==> src/rtl/thermal_pkg.sv <==
// Shared types for the thermal throttle controller.
// Assumes: status is a two-bit cause vector; the bit positions below are
// visible to software and must not move.
package thermal_pkg;
    localparam int CAUSE_INT = 0;
    localparam int CAUSE_EXT = 1;
    localparam int CAUSE_W   = 2;

    typedef logic [CAUSE_W-1:0] cause_t;
endpackage

==> src/rtl/hot_sync.sv <==
// Multi-stage shift synchronizer / delay line.
// Purpose: bring an asynchronous level into the clk domain, or delay a
// synchronous level by the same number of stages so the two line up.
// Assumes: STAGES >= 2; reset value is the inactive level 0.
module hot_sync #(
    parameter int STAGES = 2
) (
    input  logic clk,
    input  logic rst_n,
    input  logic d,
    output logic q
);
    logic [STAGES-1:0] chain;

    // Shift the input through STAGES flops.
    always_ff @(posedge clk) begin
        if (!rst_n) chain <= '0;
        else        chain <= {chain[STAGES-2:0], d};
    end

    assign q = chain[STAGES-1];
endmodule

==> src/rtl/hot_status.sv <==
// Sticky throttle-cause register with write-one-to-clear.
// Purpose: latch each cause until software clears it.
// Assumes: a set and a clear of the same bit at the same edge resolve to set.
module hot_status
    import thermal_pkg::*;
(
    input  logic   clk,
    input  logic   rst_n,
    input  cause_t set_i,
    input  cause_t clr_i,
    output cause_t stat_o
);
    cause_t stat_q;

    // Clear the acknowledged bits, then OR in the new causes so that set wins.
    always_ff @(posedge clk) begin
        if (!rst_n) stat_q <= '0;
        else        stat_q <= (stat_q & ~clr_i) | set_i;
    end

    assign stat_o = stat_q;
endmodule

==> src/rtl/thermal_hot_ctrl.sv <==
// Bidirectional thermal throttle controller (top).
// Purpose: drive the shared active-low hot line on internal over-temperature,
// detect external assertions of the same line, request throttling and record
// the cause.
// Assumes: overtemp is synchronous to clk; hot_line_n is asynchronous and is
// low whenever this block or the system pulls it; the pad's pull-low follows
// hot_drive_en within one cycle.
module thermal_hot_ctrl
    import thermal_pkg::*;
#(
    parameter int SYNC_STAGES = 2
) (
    input  logic               clk,
    input  logic               rst_n,
    input  logic               tc_en,
    input  logic               overtemp,
    input  logic               hot_line_n,
    output logic               hot_drive_en,
    output logic               throttle,
    output logic [CAUSE_W-1:0] status,
    input  logic [CAUSE_W-1:0] status_clr
);
    logic   drive_q;
    logic   throttle_q;
    logic   line_low_s;
    logic   drive_dly;
    logic   ext_seen;
    logic   int_hot;
    cause_t cause_set;

    assign int_hot = tc_en & overtemp;

    // Register the pad drive so that the line follows a clean flop.
    always_ff @(posedge clk) begin
        if (!rst_n) drive_q <= 1'b0;
        else        drive_q <= int_hot;
    end

    // Synchronize the sampled line (asserted = low).
    hot_sync #(.STAGES(SYNC_STAGES)) u_line_sync (
        .clk   (clk),
        .rst_n (rst_n),
        .d     (~hot_line_n),
        .q     (line_low_s)
    );

    // Delay the own drive by the same depth so that it masks the line exactly.
    hot_sync #(.STAGES(SYNC_STAGES)) u_drive_dly (
        .clk   (clk),
        .rst_n (rst_n),
        .d     (drive_q),
        .q     (drive_dly)
    );

    assign ext_seen = line_low_s & ~drive_dly;

    // Register the throttle request from either cause, gated by the enable.
    always_ff @(posedge clk) begin
        if (!rst_n) throttle_q <= 1'b0;
        else        throttle_q <= tc_en & (overtemp | ext_seen);
    end

    // Compose the cause set vector.
    always_comb begin
        cause_set            = '0;
        cause_set[CAUSE_INT] = int_hot;
        cause_set[CAUSE_EXT] = tc_en & ext_seen;
    end

    hot_status u_status (
        .clk    (clk),
        .rst_n  (rst_n),
        .set_i  (cause_set),
        .clr_i  (status_clr),
        .stat_o (status)
    );

    assign hot_drive_en = drive_q;
    assign throttle     = throttle_q;

    AST_DRIVE_FOLLOWS: assert property (@(posedge clk) disable iff (!rst_n)
        (tc_en && overtemp) |=> hot_drive_en);
    AST_DRIVE_NEEDS_EN: assert property (@(posedge clk) disable iff (!rst_n)
        !tc_en |=> !hot_drive_en);
    AST_THROTTLE_NEEDS_EN: assert property (@(posedge clk) disable iff (!rst_n)
        !tc_en |=> !throttle);
    AST_HOT_THROTTLES: assert property (@(posedge clk) disable iff (!rst_n)
        (tc_en && overtemp) |=> throttle);
    AST_INT_CAUSE_SET: assert property (@(posedge clk) disable iff (!rst_n)
        (tc_en && overtemp) |=> status[CAUSE_INT]);
    AST_INT_STICKY: assert property (@(posedge clk) disable iff (!rst_n)
        (status[CAUSE_INT] && !status_clr[CAUSE_INT]) |=> status[CAUSE_INT]);
    AST_EXT_STICKY: assert property (@(posedge clk) disable iff (!rst_n)
        (status[CAUSE_EXT] && !status_clr[CAUSE_EXT]) |=> status[CAUSE_EXT]);
    AST_CLEAR_WORKS: assert property (@(posedge clk) disable iff (!rst_n)
        (status_clr[CAUSE_INT] && !(tc_en && overtemp)) |=> !status[CAUSE_INT]);
endmodule

==> config.mk <==
export PLATFORM = sky130hd
export DESIGN_NAME = thermal_hot_ctrl
export DESIGN_NICKNAME = d
export VERILOG_FILES = /design/src/rtl/thermal_pkg.sv /design/src/rtl/hot_sync.sv /design/src/rtl/hot_status.sv /design/src/rtl/thermal_hot_ctrl.sv
export SDC_FILE = /design/constraint.sdc
export NUM_CORES = 1
export LEC_CHECK = 0
export BUFFER_PORTS_ARGS = -buffer_cell sky130_fd_sc_hd__buf_2
export CORE_AREA = 2 2 39 41
export CTS_BUF_LIST = sky130_fd_sc_hd__clkbuf_8
export CTS_CLUSTER_DIAMETER = 30
export DETAILED_ROUTE_END_ITERATION = 7
export DIE_AREA = 0 0 41 43
export GPL_TIMING_DRIVEN = 0
export REMOVE_ABC_BUFFERS = 1
export SYNTH_ARGS = -nofsm -noshare
export SYNTH_HDL_FRONTEND = slang
export SYNTH_HIERARCHICAL = 1
export SYNTH_SLANG_ARGS = --single-unit
==> constraint.sdc <==
create_clock -name clk -period 2.3 [get_ports clk]
set_input_delay 0.345 -clock clk [delete_from_list [all_inputs] [get_ports clk]]
set_output_delay 0.345 -clock clk [all_outputs]
set_load 0.02 [all_outputs]
# Word level (Yosys, flattened, before mapping)
# Cells that the tools add are included.
[word_totals]
reg_bits = 8
input_bits = 7
word_cells = 15
[op_classes]
n_bitwise = 10
[ops]
columns = ["cell", "n"]
rows = [
  ["$and 1x1->1", 4],
  ["$and 2x2->2", 1],
  ["$not 1->1", 2],
  ["$not 2->2", 1],
  ["$or 2x2->2", 1],
  ["$or 1x1->1", 1],
]

# Longest topological paths before layout
# Gate-level depths: netlist (run 1).
[logic_depth]
ltp_word = 4
depth_mapped = 3
mapped_depth_nobuf = 3

# Modules after synthesis
# Netlist (run 1), hierarchy kept.
[by_module_without_submodules]
columns = ["mod", "instances", "cells_each", "area_per_inst_um2"]
rows = [
  ["hot_sync", 2, 4, 52.6],
  ["thermal_hot_ctrl", 1, 8, 87.6],
  ["hot_status", 1, 6, 82.6],
]

# Worst setup path after synthesis (run 1)
# Ideal clock, no wire load.
[synth_path]
kind = "reg2reg"
startpoint = "reg u_line_sync.chain[1]"
endpoint = "reg u_status.stat_q[1] (netlist: u_status/stat_o[1])"
setup_time_ns = 0.115
arrival_time_ns = 0.723
path_slack_ns = 1.463
path_stages_with_launch = 4
path_cell_list = "dfxtp_1 -> nor2b_4 -> and2_2 -> o21a_1"
[synth_between]
elab_chain_cells = 3
[synth_lines]
columns = ["element", "line", "rtl"]
rows = [
  ["from (decl)", "hot_sync.sv:13", "logic [STAGES-1:0] chain;"],
  ["from (signal assigned)", "hot_sync.sv:18", "else chain <= {chain[STAGES-2:0], d};"],
  ["$and 1x1->1", "thermal_hot_ctrl.sv:55", "assign ext_seen = line_low_s & ~drive_dly;"],
  ["$and 1x1->1", "thermal_hot_ctrl.sv:67", "cause_set[CAUSE_EXT] = tc_en & ext_seen;"],
  ["net cause_set[1]", "thermal_hot_ctrl.sv:29", "cause_t cause_set;"],
  ["$or 2x2->2", "hot_status.sv:18", "else stat_q <= (stat_q & ~clr_i) | set_i;"],
  ["to (signal assigned)", "hot_status.sv:18", ""],
  ["to (decl)", "hot_status.sv:13", "cause_t stat_q;"],
]
# The timed path passes the listed nets, and every way through them passes these cells.
# A chain may end at the register's enable or synchronous reset.

# Worst setup path in the final report (run 1)
[layout_path]
startpoint = "reg u_status.stat_q[0] (netlist: u_status/stat_o[0])"
endpoint = "out status[0]"
[layout_rtl]
columns = ["element", "line", "rtl"]
rows = [
  ["to (decl)", "thermal_hot_ctrl.sv:20", "output logic [CAUSE_W-1:0] status,"],
]
# No word-level cell between the ends.

==> metrics.md, run 1 <==
| Metric | Value |
|---|---|
| Status | complete, no violations |
| Netlist Area Pre-Place | ~280 sq um |
| Synth Register Bits | 8 |
| Initial DRT Pass Iterations | 4 |
| Unrepaired setup endpoints after global routing | no |
| Pwr Total | 330 uW |
| Gpl congestion | roughly 0.57 |
| Placed inst area | between 300 and 400 sq um |
| Vias in the first global route | around 200 |
| Fmax | between 900 and 1000 MHz |
| Layout Cells excl Fill | 51 |
| Post-DR wirelength/cell | 8.25 microns |
| Sequential share of the synthesized area | 0.582 |
| Hold Path Class | input pin to flip-flop |
| Area growth, synth to finish | 40.5% |
| P_leak | between 0.15 and 0.2 nW |
| Global route overflow | 0 |
| Number of max-cap violations | 0 |
| Final Util | 0.279 |
| DIE HEIGHT | about 43 microns |
| Crit share post-route | 0.458 |
| Buffer depth of the longest clock path | 2 |
| First-pass GRT wire length | between 600 and 700 microns |
| Post-DP HPWL | 349 microns |
| Setup crit start kind | flip-flop |
| Slowest CP cell | dfxtp_1 |
| Largest net degree at the start of global routing | 9 |
| Final setup vio count | 0 |
| Worst-Margin Slew | between 0.1 and 0.15 ns |
| CP cell instances | buf_2 |
| Layout cells sized above 1 | 0.486 |
| Clk root buf | clkbuf_8 |
| Fin area | between 300 and 400 sq um |
| Worst Setup End Kind | primary output |
| Power density cells | 855 mW/mm^2 |
| Cell row count | 14 |
| IO Port Bufs | 10 |
| Total clock buffers created by CTS | 3 |
| Yosys cell types | 8 |
| Maximum vdd drop | between 150 and 200 uV |
| Worst Clk Skew | 0.00330 ns |
| Slew HR | 0.925 |
| Vias per inst | between 3 and 4 |
| IO Count | 11 |
| DIE WIDTH | 41 microns |
| CTS tree | yes |
| Drc violations | 0 |
| Starting Density | 0.199 |
| FILL cells | between 100 and 150 |
| Post-Route WL | 421 microns |
| ANT nets after route | 0 |
| Placed Cells incl. Taps | 48 |
| Gr usage total | 0.0543 |
| Fin nets | 44 |
| CP top delay family | flip-flops |
| Clock Pin Slew Worst Setup and Hold Paths | about 0.040 ns |
| Synthesized netlist cell count | 22 |
| Clk_lat worst skew | ~0.22 ns |
| Cts hold-fix bufs | 0 |
| Die area | roughly 0.0018 sq mm |
| Crit Path Class | flip-flop to primary output |
| H-tree levels | 1 |
| WP buf/inv | 1 |
| Final worst slack | about 1.2 ns |
| Final hold vios | 0 |
| Crit path max fanout | 2 |
| Worst hold slack | about 0.39 ns |
| Syn avg cell area | roughly 13 sq um |
| Critical path data arrival time | slightly above 0.7 ns |
| Via count | 184 |
| 1st-iter DRT viols | 4 |
| Crit path largest cell delay | about 0.32 ns |
| TritonCTS Sinks | 8 |
| Ant. Diodes | 0 |
| Synth Warn # | 6 |
| Crit path time final | 1.05 ns |
| Worst slack, placed | between 1 and 1.5 ns |
| Final max-slew violation count | 0 |
| Placeable core area | approximately 0.0014 sq mm |
| Cts repair resizes | 0 |
| Setup TNS | 0 ns |
| Postcts setup bufs | 0 |
| Initial antenna violation count | 0 |
| Critical Path RT | ~2.0 ns |
==> cells in the mapped netlist, drive strengths merged <==
cell	instances	area, sq um
o211a	1	10.0
o21a	2	15.0
dfxtp	8	160
and3	1	6.26
inv	1	3.75
nor2b	3	41.3
and2	6	38.8
==> layout make-up <==
type	instances	area, sq um	area share
clock buffers	3	41.3	0.107
inverters	1	3.75	0.00971
multi-input cells	13	111	0.288
flip-flops and latches	8	160	0.414
well taps	16	20.0	0.0518
repair buffers	10	50.0	0.129
==> registers in the layout, indices dropped and copies added, names as in the netlist <==
name and flops:
u_status/stat_o 2, u_line_sync/chain 2, u_drive_dly/chain 2, throttle 1, hot_drive_en 1
==> power breakdown <==
part           internal (mW)  total, mW  leakage, nW  switching (mW)
combinational         0.0119     0.0231        0.102          0.0112
sequential             0.145      0.146       0.0656         0.00164
clock                  0.113      0.161       0.0216          0.0483
==> routing by layer <==
layer | vias up | share of wire | track usage
met5 | - | 0 | 0
li1 | 96 | - | -
met3 | 0 | 0.043 | 0
met1 | 83 | 0.44 | 0.0581
met4 | 0 | 0 | 0.0600
met2 | 5 | 0.52 | 0.0844
==> layout by cell type (no fill, tap or decap) <==
master and n:
buf_2 10, dfxtp_1 8, and2_1 5, nor2b_4 3, clkbuf_8 3, o21a_1 2, and2_2 1, inv_1 1
and3_1 1, o211a_1 1
==> logic make-up (layout without fill, tap and decap cells) <==
logic type      count (synthesis)  count (layout)  synth area share
buf+inv                         1              14            0.0136
simple gates                   10              10             0.314
flops                           8               8             0.582
compound gates                  3               3            0.0909
==> path summary, 6_finish.rpt <==
path	startpoint	end	slack, ns	cells past startpoint
worst max register to register	u_line_sync/chain[1]$_SDFF_PN0_	u_status/stat_o[1]$_SDFF_PN0_	1.43	3
worst min-delay path	overtemp	hot_drive_en$_SDFF_PN0_	0.39	2
worst min register to register	u_drive_dly/chain[0]$_SDFF_PN0_	u_drive_dly/chain[1]$_SDFF_PN0_	0.44	1
worst max-delay path	u_status/stat_o[0]$_SDFF_PN0_	status[0]	1.25	1
No activity file was read; power rests on OpenSTA's default activity.
==> run 2, diff against run 1 <==
--- a/config.mk
+++ b/config.mk
@@ -5,6 +5,7 @@
 export SDC_FILE = /design/constraint.sdc
 export NUM_CORES = 1
 export LEC_CHECK = 0
+export ABC_AREA = 1
 export BUFFER_PORTS_ARGS = -buffer_cell sky130_fd_sc_hd__buf_2
 export CORE_AREA = 2 2 39 41
 export CTS_BUF_LIST = sky130_fd_sc_hd__clkbuf_8
==> constraint.sdc (replaced) <==
create_clock -name clk -period 1 [get_ports clk]
set_input_delay 0.15 -clock clk [delete_from_list [all_inputs] [get_ports clk]]
set_output_delay 0.15 -clock clk [all_outputs]
set_load 0.02 [all_outputs]
==> metrics.md, run 2 <==
| Metric | Value |
|---|---|
| Synthesized netlist cell count | 35 (+59%) |
| Unrepaired setup endpoints after global routing | no |
| Fin nets | 57 (+30%) |
| Crit path time final | approximately 0.85 ns |
| Biggest area consumer among synthesized cells | dfxtp_1 |
| Critical Path RT | 0.85 ns (-1.11 ns) |
| Power density cells | 2020 mW/mm^2 (+140%) |
| Status | complete, no violations |
| Buffer depth of the longest clock path | 2 (unchanged) |
| Commonest cells after routing, fill and taps aside | 12 x inv_1, 10 x buf_2, 8 x nand2_1, 8 x dfxtp_1, 3 x clkbuf_8 |
| TritonCTS Sinks | 8 (unchanged) |
| Fmax | around 1200 MHz |
| Synth Register Bits | 8 (unchanged) |
| Vias in the first global route | 185 (-6.1%) |
| Register area | 160 sq um (unchanged) |
| Synth Flop Type | dfxtp_1 |
| Post-DP HPWL | 325 microns (-7.1%) |
| Syn avg cell area | 7.76 sq um (-38%) |
| Die area | 0.00176 sq mm (unchanged) |
| Initial antenna violation count | 0 (unchanged) |
| Via count | 232 (+26%) |
| Crit path max fanout | 2 (unchanged) |
| Synth Warn # | 6 (unchanged) |
| CP cell instances | buf_2 |
| IO Port Bufs | 10 (unchanged) |
| Critical path depth | 1 (unchanged) |
| Worst-Margin Slew | 0.126 ns (+0.0132 ns) |
| Number of max-cap violations | 0 (unchanged) |
| Critical path data arrival time | 0.70 ns (about the same) |
| ANT nets after route | 0 (unchanged) |
| Crit Path Class | flip-flop to primary output |
| Fraction of registers with async set/reset | 0 (unchanged) |
| Global route overflow | 0 (unchanged) |
| Synth top area cells | dfxtp_1 59%, inv_1 17%, nand2_1 11%, nand2_2 4.6%, a21oi_1 3.7% |
| Final hold vios | 0 (unchanged) |
| Drc violations | 0 (unchanged) |
| Footprint of the multi-input gates | 62.6 sq um (-44%) |
| Post-DR wirelength/cell | 7.00 microns (-15%) |
| Gpl congestion | 0.537 (-6.2%) |
| Netlist Area Pre-Place | 272 sq um (-1.4%) |
| R2R cell count | 4 (+1) |
| Maximum vdd drop | 781 uV (+410%) |
| RR Endpoint | u_status/stat_o[1]$_SDFF_PN0_ |
| Reg2reg setup slack | 0.32 ns (-1.11 ns) |
| Starting Density | 0.196 (-0.00271) |
| Worst Clk Skew | 0.00465 ns (+0.00135 ns) |
| Post-synth top area share | 0.590 (+0.00804) |
| FILL cells | 156 (+9.9%) |
| Clk_lat worst skew | 0.23 ns (about the same) |
| Setup TNS | 0 ns (unchanged) |
| Setup crit start kind | flip-flop |
| DIE HEIGHT | 43 microns (unchanged) |
| DIE WIDTH | 41 microns (unchanged) |
| CP top delay family | flip-flops |
| Final max-slew violation count | 0 (unchanged) |
| Placeable core area | 0.00138 sq mm (unchanged) |
| Clk root buf | clkbuf_8 |
| Area growth, synth to finish | 41.0% |
| Worst hold slack | 0.140 ns (-0.248 ns) |
| CP Capture Point | status[0] |
| Crit path largest cell delay | 0.32 ns (about the same) |
| CTS tree | yes |
| Pwr Total | 772 uW (+130%) |
| Post-Route WL | 448 microns (+6.4%) |
| Slew HR | 0.916 (-0.00882) |
| Clock Pin Slew Worst Setup and Hold Paths | 0.04 ns (about the same) |
| Number of flops mapped to enable cells by yosys | 0 (unchanged) |
| P_leak | 0.233 nW (+23%) |
| IO Count | 11 (unchanged) |
| Final setup vio count | 0 (unchanged) |
| Sequential share of the synthesized area | 0.590 (+0.00804) |
| 1st-iter DRT viols | 8 (+4) |
| Worst Setup End Kind | primary output |
| Synth top cells by count | 12 x inv_1, 8 x dfxtp_1, 8 x nand2_1, 2 x a21oi_1, 2 x nand2_2 |
| Fin area | 383 sq um (-0.97%) |
| CP Launch Point | u_status/stat_o[0]$_SDFF_PN0_ |
| H-tree levels | 1 (unchanged) |
| Most frequent cell after synthesis | inv_1 |
| Largest net degree at the start of global routing | 8 (-1) |
| Total clock buffers created by CTS | 3 (unchanged) |
| First-pass GRT wire length | 710 microns (+9.6%) |
| Slowest CP cell | dfxtp_1 |
| Placed inst area | 342 sq um (-1.1%) |
| Placed Cells incl. Taps | 61 (+27%) |
| Vias per inst | 3.63 (+0.48%) |
| Yosys cell types | 8 (unchanged) |
| WP buf/inv | 1 (unchanged) |
| Cts hold-fix bufs | 0 (unchanged) |
| Layout cells sized above 1 | 0.333 (-0.152) |
| Cell row count | 14 (unchanged) |
| Initial DRT Pass Iterations | 2 (-2) |
| Gr usage total | 0.0734 (+0.0192) |
| Crit share post-route | 0.853 |
| Hold Path Class | input pin to flip-flop |
| Cts repair resizes | 0 (unchanged) |
| Ant. Diodes | 0 (unchanged) |
| Commonest non-fill, non-tap cell in the layout | inv_1 |
| Layout Cells excl Fill | 64 (+25%) |
| Postcts setup bufs | 0 (unchanged) |
| Reg2reg start | u_line_sync/chain[1]$_SDFF_PN0_ |
run 2: final cells by class:
cell class | instances | area share
Sequential cell | 8 | 0.418
Multi-Input combinational cell | 14 | 0.163
Timing Repair Buffer | 10 | 0.131
Inverter | 13 | 0.127
Clock buffer | 3 | 0.108
Tap cell | 16 | 0.0523
run 2: worst min path at each step:
stage | start | endpoint | slack, ns | cells past startpoint
floorplan | rst_n | u_drive_dly/chain[1]$_SDFF_PN0_ | 0.24 | 2
global placement | hot_line_n | u_line_sync/chain[0]$_SDFF_PN0_ | 0.37 | 4
detailed placement | hot_line_n | u_line_sync/chain[0]$_SDFF_PN0_ | 0.37 | 4
CTS | hot_line_n | u_line_sync/chain[0]$_SDFF_PN0_ | 0.14 | 4
global route | hot_line_n | u_line_sync/chain[0]$_SDFF_PN0_ | 0.15 | 4
finish | hot_line_n | u_line_sync/chain[0]$_SDFF_PN0_ | 0.14 | 4
run 2: kinds of logic after synthesis:
logic type / share of synthesized area
flops: 0.590
buf+inv: 0.180
compound gates: 0.0369
simple gates: 0.194
run 2: where the power goes:
group          switching (mW)  internal [mW]  leakage (nW)
clock network           0.124          0.260        0.0216
logic                  0.0293         0.0207         0.146
registers             0.00414          0.333        0.0656
run 2: per-stage QoR:
step / utilization / setup WS [ns]
after CTS: 0.277 / 0.136
final: 0.277 / 0.147
after detailed placement: 0.247 / 0.314
after global routing: 0.277 / 0.106
after floorplan: - / 0.341
after global placement: 0.247 / 0.340
run 2: layer usage:
layer | share of wire | GRT usage
met2 | 0.40 | 0.0813
met5 | 0 | 0
met3 | 0.14 | 0.0785
met4 | 0.027 | 0.0800
met1 | 0.44 | 0.0647
